===== config.mk =====
export PLATFORM = sky130hd
export DESIGN_NAME = ext_wait_ctrl
export DESIGN_NICKNAME = d
export VERILOG_FILES = /design/src/rtl/ewc_pkg.sv /design/src/rtl/ewc_cfg_sel.sv /design/src/rtl/ewc_seq.sv /design/src/rtl/ewc_lane.sv /design/src/rtl/ext_wait_ctrl.sv
export SDC_FILE = /design/constraint.sdc
export NUM_CORES = 1
export LEC_CHECK = 0
export BUFFER_PORTS_ARGS = -buffer_cell sky130_fd_sc_hd__buf_2
export CAP_MARGIN = 20
export CELL_PAD_IN_SITES_DETAIL_PLACEMENT = 1
export CELL_PAD_IN_SITES_GLOBAL_PLACEMENT = 1
export CORE_MARGIN = 1.5
export CORE_UTILIZATION = 35
export DETAILED_ROUTE_END_ITERATION = 7
export PLACE_DENSITY_LB_ADDON = 0.25
export REMOVE_ABC_BUFFERS = 1
export SLEW_MARGIN = 20
export SYNTH_ARGS = -nofsm -noshare
export SYNTH_HDL_FRONTEND = slang
export SYNTH_SLANG_ARGS = --single-unit

===== constraint.sdc =====
create_clock -name clk -period 1.9 [get_ports clk]
set_clock_uncertainty 0.05 [all_clocks]
set_input_delay 0.095 -clock clk [delete_from_list [all_inputs] [get_ports clk]]
set_output_delay 0.095 -clock clk [all_outputs]
set_load 0.01 [all_outputs]

===== src/rtl/ewc_pkg.sv =====
`timescale 1ns/1ps
// Shared types and constants for the external bus wait-state controller.
// Assumes a data path of two byte lanes and a 3-bit CP/CF wait code.
package ewc_pkg;
    localparam int LANE_W    = 8;
    localparam int BUS_W     = 2 * LANE_W;
    localparam int CODE_W    = 3;
    localparam int MAX_WAITS = 10;
    localparam int CNT_W     = $clog2(MAX_WAITS + 1);

    typedef enum logic [1:0] {
        RGN_BASIC = 2'd0,
        RGN_CP    = 2'd1,
        RGN_CF    = 2'd2,
        RGN_RSVD  = 2'd3
    } region_e;

    typedef enum logic [2:0] {
        ST_IDLE = 3'd0,
        ST_T1   = 3'd1,
        ST_T2   = 3'd2,
        ST_TW   = 3'd3,
        ST_T3   = 3'd4
    } bus_st_e;

    // Timing plan for one access, captured when a request is taken.
    typedef struct packed {
        logic             wide;
        logic             three;
        logic [CNT_W-1:0] waits;
        logic             err;
    } plan_t;

    // Map a wait code to a wait count: linear up to 3, then 4, 6, 8, 10.
    function automatic logic [CNT_W-1:0] wait_decode(input logic [CODE_W-1:0] code);
        logic [CNT_W-1:0] low;
        low = CNT_W'(code[CODE_W-2:0]);
        if (!code[CODE_W-1])
            return low;
        return CNT_W'((low << 1) + CNT_W'(4));
    endfunction
endpackage


===== src/rtl/ewc_cfg_sel.sv =====
`timescale 1ns/1ps
// Region configuration selector.
// Picks the configuration group for the requested region, applies the
// memory-card width override, decodes the wait code and flags an illegal
// CP wait code. Purely combinational; assumes inputs are stable in the
// cycle the request is taken.
module ewc_cfg_sel
    import ewc_pkg::*;
#(
    parameter int BASIC_CODE_W = 2
) (
    input  logic [1:0]              region,
    input  logic                    basic_wide,
    input  logic                    basic_3st,
    input  logic [BASIC_CODE_W-1:0] basic_code,
    input  logic                    cpcf_en,
    input  logic                    cpcf_wide,
    input  logic                    cpcf_3st,
    input  logic [CODE_W-1:0]       cpcf_code,
    input  logic                    card_mode,
    output plan_t                   plan
);
    logic cpcf_apply;

    // Waits on CP/CF need both the enable and the 3-state bit.
    assign cpcf_apply = cpcf_en & cpcf_3st;

    // Build the access plan for the selected region.
    always_comb begin
        plan = '0;
        unique case (region_e'(region))
            RGN_CP: begin
                plan.wide  = cpcf_wide | card_mode;
                plan.three = cpcf_3st;
                plan.err   = cpcf_apply & cpcf_code[CODE_W-1];
                plan.waits = cpcf_apply ?
                             wait_decode({1'b0, cpcf_code[CODE_W-2:0]}) : '0;
            end
            RGN_CF: begin
                plan.wide  = cpcf_wide;
                plan.three = cpcf_3st;
                plan.err   = 1'b0;
                plan.waits = cpcf_apply ? wait_decode(cpcf_code) : '0;
            end
            default: begin
                plan.wide  = basic_wide;
                plan.three = basic_3st;
                plan.err   = 1'b0;
                plan.waits = basic_3st ? CNT_W'(basic_code) : '0;
            end
        endcase
    end
endmodule


===== src/rtl/ewc_seq.sv =====
`timescale 1ns/1ps
// Bus-state sequencer.
// Runs T1, T2, optional wait states and T3 for each byte cycle, or T1 and
// T2 only in 2-state mode, and repeats the sequence once when a 16-bit
// access must be split on an 8-bit bus. Captures the timing plan when a
// request is taken in the idle state; requests in other states are ignored.
module ewc_seq
    import ewc_pkg::*;
(
    input  logic  clk,
    input  logic  rst_n,
    input  logic  req_valid,
    input  logic  req_size16,
    input  plan_t plan_in,
    output logic  take,
    output logic  busy,
    output logic  first_state,
    output logic  second,
    output logic  byte_end,
    output logic  ready,
    output logic  wide_q,
    output logic  err_q
);
    bus_st_e          state;
    plan_t            plan_q;
    logic             split_q;
    logic [CNT_W-1:0] cnt;
    logic             last_byte;
    bus_st_e          after_byte;

    // Decode the current position in the access.
    always_comb begin
        take        = (state == ST_IDLE) & req_valid;
        busy        = (state != ST_IDLE);
        first_state = (state == ST_T1);
        byte_end    = ((state == ST_T2) & ~plan_q.three) | (state == ST_T3);
        last_byte   = ~split_q | second;
        ready       = byte_end & last_byte;
        after_byte  = last_byte ? ST_IDLE : ST_T1;
        wide_q      = plan_q.wide;
        err_q       = plan_q.err;
    end

    // Advance the bus state, wait counter and byte-cycle flag.
    always_ff @(posedge clk) begin
        if (!rst_n) begin
            state   <= ST_IDLE;
            plan_q  <= '0;
            split_q <= 1'b0;
            cnt     <= '0;
            second  <= 1'b0;
        end else begin
            unique case (state)
                ST_IDLE: begin
                    if (req_valid) begin
                        state   <= ST_T1;
                        plan_q  <= plan_in;
                        split_q <= req_size16 & ~plan_in.wide;
                        second  <= 1'b0;
                    end
                end
                ST_T1: state <= ST_T2;
                ST_T2: begin
                    if (!plan_q.three) begin
                        state <= after_byte;
                    end else if (plan_q.waits != '0) begin
                        state <= ST_TW;
                        cnt   <= CNT_W'(plan_q.waits - 1'b1);
                    end else begin
                        state <= ST_T3;
                    end
                end
                ST_TW: begin
                    if (cnt == '0)
                        state <= ST_T3;
                    else
                        cnt <= CNT_W'(cnt - 1'b1);
                end
                ST_T3: state <= after_byte;
                default: state <= ST_IDLE;
            endcase
            if (byte_end && !last_byte)
                second <= 1'b1;
        end
    end
endmodule


===== src/rtl/ewc_lane.sv =====
`timescale 1ns/1ps
// Address, strobe and data-lane steering.
// Holds the request attributes for the running access, forms the byte or
// word address, steers write data onto the bus lanes, drives the strobes
// and assembles read data. Assumes an 8-bit bus uses lane [7:0].
module ewc_lane
    import ewc_pkg::*;
#(
    parameter int AW = 16
) (
    input  logic              clk,
    input  logic              rst_n,
    input  logic              take,
    input  logic [AW-1:0]     req_addr,
    input  logic              req_write,
    input  logic              req_size16,
    input  logic [BUS_W-1:0]  req_wdata,
    input  logic              busy,
    input  logic              first_state,
    input  logic              second,
    input  logic              byte_end,
    input  logic              ready,
    input  logic              wide,
    input  logic [BUS_W-1:0]  bus_rdata,
    output logic [AW-1:0]     bus_addr,
    output logic              bus_rd_n,
    output logic              bus_wr_n,
    output logic              bus_data_oe,
    output logic [BUS_W-1:0]  bus_wdata,
    output logic [BUS_W-1:0]  req_rdata
);
    logic [AW-1:0]     addr_q;
    logic              write_q;
    logic              size_q;
    logic [BUS_W-1:0]  wdata_q;
    logic [LANE_W-1:0] hi_q;
    logic [AW-1:0]     cur_addr;
    logic [BUS_W-1:0]  lane_w;
    logic [BUS_W-1:0]  lane_r;

    // Capture the request attributes when the access starts.
    always_ff @(posedge clk) begin
        if (!rst_n) begin
            addr_q  <= '0;
            write_q <= 1'b0;
            size_q  <= 1'b0;
            wdata_q <= '0;
        end else if (take) begin
            addr_q  <= req_addr;
            write_q <= req_write;
            size_q  <= req_size16;
            wdata_q <= req_wdata;
        end
    end

    // Hold the upper byte read in the first half of a split access.
    always_ff @(posedge clk) begin
        if (!rst_n)
            hi_q <= '0;
        else if (byte_end && !ready)
            hi_q <= bus_rdata[LANE_W-1:0];
    end

    // Form the address of the current byte cycle.
    always_comb begin
        if (size_q)
            cur_addr = {addr_q[AW-1:1], ~wide & second};
        else
            cur_addr = addr_q;
    end

    // Steer write data onto the bus lanes.
    always_comb begin
        if (wide) begin
            if (size_q)
                lane_w = wdata_q;
            else if (addr_q[0])
                lane_w = {{LANE_W{1'b0}}, wdata_q[LANE_W-1:0]};
            else
                lane_w = {wdata_q[LANE_W-1:0], {LANE_W{1'b0}}};
        end else begin
            if (size_q && !second)
                lane_w = {{LANE_W{1'b0}}, wdata_q[BUS_W-1:LANE_W]};
            else
                lane_w = {{LANE_W{1'b0}}, wdata_q[LANE_W-1:0]};
        end
    end

    // Assemble read data from the bus lanes.
    always_comb begin
        if (wide) begin
            if (size_q)
                lane_r = bus_rdata;
            else if (addr_q[0])
                lane_r = {{LANE_W{1'b0}}, bus_rdata[LANE_W-1:0]};
            else
                lane_r = {{LANE_W{1'b0}}, bus_rdata[BUS_W-1:LANE_W]};
        end else begin
            if (size_q)
                lane_r = {hi_q, bus_rdata[LANE_W-1:0]};
            else
                lane_r = {{LANE_W{1'b0}}, bus_rdata[LANE_W-1:0]};
        end
    end

    // Drive the bus and requester outputs, quiet when idle.
    always_comb begin
        bus_addr    = busy ? cur_addr : '0;
        bus_rd_n    = ~(busy & ~write_q);
        bus_wr_n    = ~(busy & write_q & ~first_state);
        bus_data_oe = busy & write_q;
        bus_wdata   = (busy & write_q) ? lane_w : '0;
        req_rdata   = (ready & ~write_q) ? lane_r : '0;
    end
endmodule


===== src/rtl/ext_wait_ctrl.sv =====
`timescale 1ns/1ps
// External bus wait-state controller, top level.
// Selects the region timing, sequences the bus states and steers the data
// lanes. One access at a time; the requester waits for req_ready before
// issuing the next request.
module ext_wait_ctrl
    import ewc_pkg::*;
#(
    parameter int AW           = 16,
    parameter int BASIC_CODE_W = 2
) (
    input  logic                    clk,
    input  logic                    rst_n,
    input  logic                    req_valid,
    input  logic [AW-1:0]           req_addr,
    input  logic                    req_write,
    input  logic                    req_size16,
    input  logic [1:0]              req_region,
    input  logic [BUS_W-1:0]        req_wdata,
    output logic                    req_ready,
    output logic [BUS_W-1:0]        req_rdata,
    input  logic                    cfg_basic_wide,
    input  logic                    cfg_basic_3st,
    input  logic [BASIC_CODE_W-1:0] cfg_basic_code,
    input  logic                    cfg_cpcf_en,
    input  logic                    cfg_cpcf_wide,
    input  logic                    cfg_cpcf_3st,
    input  logic [CODE_W-1:0]       cfg_cpcf_code,
    input  logic                    cfg_card_mode,
    output logic                    cfg_err,
    output logic [AW-1:0]           bus_addr,
    output logic                    bus_as_n,
    output logic                    bus_rd_n,
    output logic                    bus_wr_n,
    output logic                    bus_data_oe,
    output logic [BUS_W-1:0]        bus_wdata,
    input  logic [BUS_W-1:0]        bus_rdata
);
    plan_t plan_in;
    logic  take;
    logic  busy;
    logic  first_state;
    logic  second;
    logic  byte_end;
    logic  ready;
    logic  wide_q;
    logic  err_q;

    ewc_cfg_sel #(.BASIC_CODE_W(BASIC_CODE_W)) u_cfg_sel (
        .region     (req_region),
        .basic_wide (cfg_basic_wide),
        .basic_3st  (cfg_basic_3st),
        .basic_code (cfg_basic_code),
        .cpcf_en    (cfg_cpcf_en),
        .cpcf_wide  (cfg_cpcf_wide),
        .cpcf_3st   (cfg_cpcf_3st),
        .cpcf_code  (cfg_cpcf_code),
        .card_mode  (cfg_card_mode),
        .plan       (plan_in)
    );

    ewc_seq u_seq (
        .clk         (clk),
        .rst_n       (rst_n),
        .req_valid   (req_valid),
        .req_size16  (req_size16),
        .plan_in     (plan_in),
        .take        (take),
        .busy        (busy),
        .first_state (first_state),
        .second      (second),
        .byte_end    (byte_end),
        .ready       (ready),
        .wide_q      (wide_q),
        .err_q       (err_q)
    );

    ewc_lane #(.AW(AW)) u_lane (
        .clk         (clk),
        .rst_n       (rst_n),
        .take        (take),
        .req_addr    (req_addr),
        .req_write   (req_write),
        .req_size16  (req_size16),
        .req_wdata   (req_wdata),
        .busy        (busy),
        .first_state (first_state),
        .second      (second),
        .byte_end    (byte_end),
        .ready       (ready),
        .wide        (wide_q),
        .bus_rdata   (bus_rdata),
        .bus_addr    (bus_addr),
        .bus_rd_n    (bus_rd_n),
        .bus_wr_n    (bus_wr_n),
        .bus_data_oe (bus_data_oe),
        .bus_wdata   (bus_wdata),
        .req_rdata   (req_rdata)
    );

    // Requester-facing status drawn from the sequencer.
    always_comb begin
        bus_as_n  = ~busy;
        req_ready = ready;
        cfg_err   = busy & err_q;
    end
endmodule


==> implementation parameters <==
Parameter                              Value

Worst setup path
  Endpoint of the most critical register-to-register path ... u_seq.cnt[2]
  Arrival time at the worst endpoint ... 1.71 ns
  Critical path start-end classification ... reg2out
  Worst EP required ... 1.75 ns
  Depth of the worst register-to-register path ... 7
  Worst reg-to-reg setup slack ... 0.19 ns
  Crit path max fanout ... 9
  Setup crit end kind ... primary output
  Startpoint of the worst register-to-register path ... u_seq.state[1]
  Crit path launch type ... flop

Final layout
  Layout area overhead ... 43.8%
  Fraction of layout instances using a drive strength above 1 ... 30.2%
  Layout Utilization ... 52.4%
  Number of nets at the end of the flow ... 647

Pwr
  Seq pwr share ... 41.8%
  PnR Total Power ... 3.24 mW
  P_int ... 2.30 mW
  Peak supply drop ... 324 µV
  Psw ... 0.940 mW
  Combinational fraction of design power ... 22.3%
  Cell Pwr Density ... 702 mW/mm²
  Clk network pwr share ... 35.9%
  Switch share ... 29.0%
  LEAKAGE ... 2.04 nW

Yosys
  Number of library cell types mapped by synthesis ... 54
  Sequential cell area fraction in the yosys report ... 36.2%
  Post-synthesis cell area ... 0.00321 mm²
  Proportion of register bits with asynchronous set or reset after synthesis ... 0%
  Syn avg cell area ... 7.67 µm²
  Warnings from Yosys ... 0
  Most used flip-flop cell after synthesis ... sky130_fd_sc_hd__dfxtp_1
  Post-synth EDFFs ... 0
  Post-synthesis instance total ... 419
  Number of synthesized register bits ... 58

Status
  Run status ... complete, but fails checks
  Failing checks ... design-rule violations

Worst hold path
  Hold Crit Endpoint ... u_lane.hi_q[1]
  Number of instances on the worst hold path ... 3
  Start point of the worst hold path ... bus_rdata[1]
  Classification of the worst-slack hold path ... in2reg

Placement
  DP Wirelength ... 7310 µm
  Port Buffer Count ... 119
  Routability-driven placement congestion ratio ... 0.770

Timing
  Final hold viol count ... 0
  Transition time at the pin with the least slew margin ... 0.535 ns
  Max-slew headroom ... 64.3%
  Fmax ... 540 MHz
  Share of the clock period used by the worst path after layout ... 97.5%
  Clock period minus final worst setup slack ... 1.85 ns
  Setup repair after global routing missed its margin ... yes
  Setup TNS after final layout ... 0 ns
  Final slew viol count ... 0
  Number of endpoints failing setup at the final stage ... 0

Die
  Core region area ... 0.00881 mm²
  Std cell rows ... 34
  Die Ht ... 98.8 µm
  Initial core utilization ... 36.5%
  # IOs ... 120
  Floorplan die area ... 0.00976 mm²
  Width of the chip ... 98.8 µm

Clock network
  Clock transition at the registers of the reported paths ... 0.06 ns
  CTS tree ... yes
  Clk root buf ... sky130_fd_sc_hd__clkbuf_8
  Number of buffers created by CTS ... 9
  Count of clock tree sinks ... 58
  Clock network latency to the later pin of the worst-skew pair ... 0.33 ns
  H-tree level count ... 3
  Max Root-Sink Buffers ... 2

GRT
  Global-route usage over all layers ... 22.7%
  Antenna violations before repair ... 0
  Via count of the first global-routing pass ... 3678
  Maximum number of pins on one net before global-route repair ... 40
  Overall overflow remaining after global route ... 0
  Global-route wire length before repair ... 17800 µm

Detailed routing
  Antenna-violating nets left ... 0
  Total via count in the routed design ... 3539
  Post-Route WL ... 10900 µm
  Number of iterations in the first detailed-routing pass ... 8
  Number of remaining DRC errors ... 14
  Vias per inst ... 5.11
  WL per Instance ... 15.7 µm
  1st-iter DRT viols ... 115

Flow run
  Max-capacitance violation count ... 0
[layout make-up]
class	count	area, µm²
sequential	58	1170
fill	1126	4190
timing repair buffer	178	1180
antenna	1	2.50
clock buffer	14	163
multi-input combinational	322	1900
tap	108	135
inverter	9	33.8
clock inverter	2	35.0
[cells in the mapped netlist (all sizes together), types with 9 or more instances]
| cell | count | share of area (%) |
|---|---|---|
| nor2 | 34 | 4.0 |
| clkbuf | 12 | 1.4 |
| mux2i | 10 | 3.1 |
| nand2 | 105 | 12 |
| inv | 9 | 1.1 |
| nand3 | 10 | 1.6 |
| o21ai | 17 | 2.6 |
| nor2b | 21 | 4.1 |
| buf | 18 | 3.5 |
| a21boi | 36 | 8.4 |
| a21oi | 18 | 2.8 |
| a22oi | 15 | 3.5 |
| dfxtp | 58 | 36 |
[critical path, stage by stage, from the launching register on]
cell and delay, ns:
sky130_fd_sc_hd__dfxtp_4 0.40, sky130_fd_sc_hd__nor2b_2 0.21, sky130_fd_sc_hd__o2111ai_2 0.18, sky130_fd_sc_hd__or2_4 0.33, sky130_fd_sc_hd__nor2_1 0.11, sky130_fd_sc_hd__buf_2 0.14
[worst max-delay path by stage]
stage	start	endpoint	slack (ns)	depth (start not counted)
finish	u_seq.state[2]	req_rdata[8]	0.05	5
global route	u_seq.state[2]	req_rdata[15]	-0.04	5
CTS	u_seq.state[1]	req_rdata[15]	0.001	5
detailed placement	u_seq.state[1]	u_lane.hi_q[1]	-0.02	4
global placement	u_seq.state[1]	u_lane.hi_q[6]	0.15	3
floorplan	u_seq.state[1]	bus_wdata[0]	-0.54	3
[metal layers]
metal	part of all wire, %	track usage (%)	up-vias
li1	-	-	1748
met1	41	25.6	1692
met2	54	42.8	82
met3	3.8	3.76	17
met4	1.5	7.91	0
met5	0	0	-
[cell families (layout without fill, tap and decap cells)]
logic type | after synthesis | after routing | share of synthesized area [%]
fa+ha+maj | 3 | 3 | 1.17
mux | 11 | 11 | 3.47
compound gates | 106 | 106 | 22.9
flops | 58 | 58 | 36.2
buf+inv | 39 | 203 | 5.92
other cells | 0 | 1 | 0
simple gates | 202 | 202 | 30.4
[per-stage QoR]
stage          setup slack (ns)  instances  hold WS, ns  instance area [µm²]
2_1_floorplan            -0.541        389        0.163                 3060
3_3_place_gp              0.148        632        0.291                 3950
3_5_place_dp            -0.0195        632        0.298                 3950
4_1_cts                 0.00134        689      0.00400                 4580
5_1_grt                 -0.0431        691      0.00978                 4620
6_report                 0.0472        692      0.00933                 4620
[power by group through the flow]
stage | Sequential (mW) | Clock [mW] | Combinational (mW)
floorplan | 1.37 | 0 | 0.336
global placement | 1.37 | 0 | 0.626
detailed placement | 1.38 | 0 | 0.645
CTS | 1.36 | 1.18 | 0.719
global route | 1.37 | 1.25 | 0.798
finish | 1.36 | 1.16 | 0.724
[flip-flops by register name, summed over array words and instances (netlist names)]
| name | count |
|---|---|
| u_seq.cnt | 4 |
| u_lane.hi_q | 8 |
| u_lane.size_q | 1 |
| u_lane.wdata_q | 16 |
| u_seq.err_q | 1 |
| u_seq.state | 3 |
| u_seq.second | 1 |
| u_lane.addr_q | 16 |
| u_seq.plan_q | 5 |
| u_lane.write_q | 1 |
| u_seq.split_q | 1 |
| u_seq.wide_q | 1 |
[placed cells by master, fill, tap and decap left out, types with 2 or more instances in the layout]
cell type                       synthesis  routed
sky130_fd_sc_hd__a211oi_1               4       4
sky130_fd_sc_hd__a21boi_0              32      32
sky130_fd_sc_hd__a21boi_1               4       4
sky130_fd_sc_hd__a21oi_1               18      18
sky130_fd_sc_hd__a22oi_1               15      15
sky130_fd_sc_hd__a2bb2oi_1              2       2
sky130_fd_sc_hd__and2_1                 2       2
sky130_fd_sc_hd__and3_1                 2       2
sky130_fd_sc_hd__buf_12                 0       3
sky130_fd_sc_hd__buf_2                 14     119
sky130_fd_sc_hd__buf_4                  1      14
sky130_fd_sc_hd__clkbuf_1              12       3
sky130_fd_sc_hd__clkbuf_8               0      11
sky130_fd_sc_hd__dfxtp_1               58      53
sky130_fd_sc_hd__dfxtp_2                0       3
sky130_fd_sc_hd__dfxtp_4                0       2
sky130_fd_sc_hd__dlygate4sd3_1          0      41
sky130_fd_sc_hd__ha_1                   3       3
sky130_fd_sc_hd__inv_1                  9       9
sky130_fd_sc_hd__mux2i_1               10      10
sky130_fd_sc_hd__nand2_1              105     105
sky130_fd_sc_hd__nand2b_2               1       2
sky130_fd_sc_hd__nand3_1               10       9
sky130_fd_sc_hd__nand4_1                3       3
sky130_fd_sc_hd__nor2_1                34      32
sky130_fd_sc_hd__nor2_2                 0       2
sky130_fd_sc_hd__nor2b_1               21      20
sky130_fd_sc_hd__nor3_1                 3       2
sky130_fd_sc_hd__nor3b_1                3       3
sky130_fd_sc_hd__nor3b_2                3       2
sky130_fd_sc_hd__nor4_1                 2       2
sky130_fd_sc_hd__o211ai_1               2       2
sky130_fd_sc_hd__o21ai_0               16      16
[timing repair]
item | 4_1_cts | 5_1_grt
pin swaps | 0 | 3
setup buffers | 0 | 1
resized for setup | 10 | 7
hold buffers | 41 | 0
endpoints found under the setup margin | 33 | 30
endpoints found under the hold margin | 41 | 0
(Power assumes the default switching activity.)
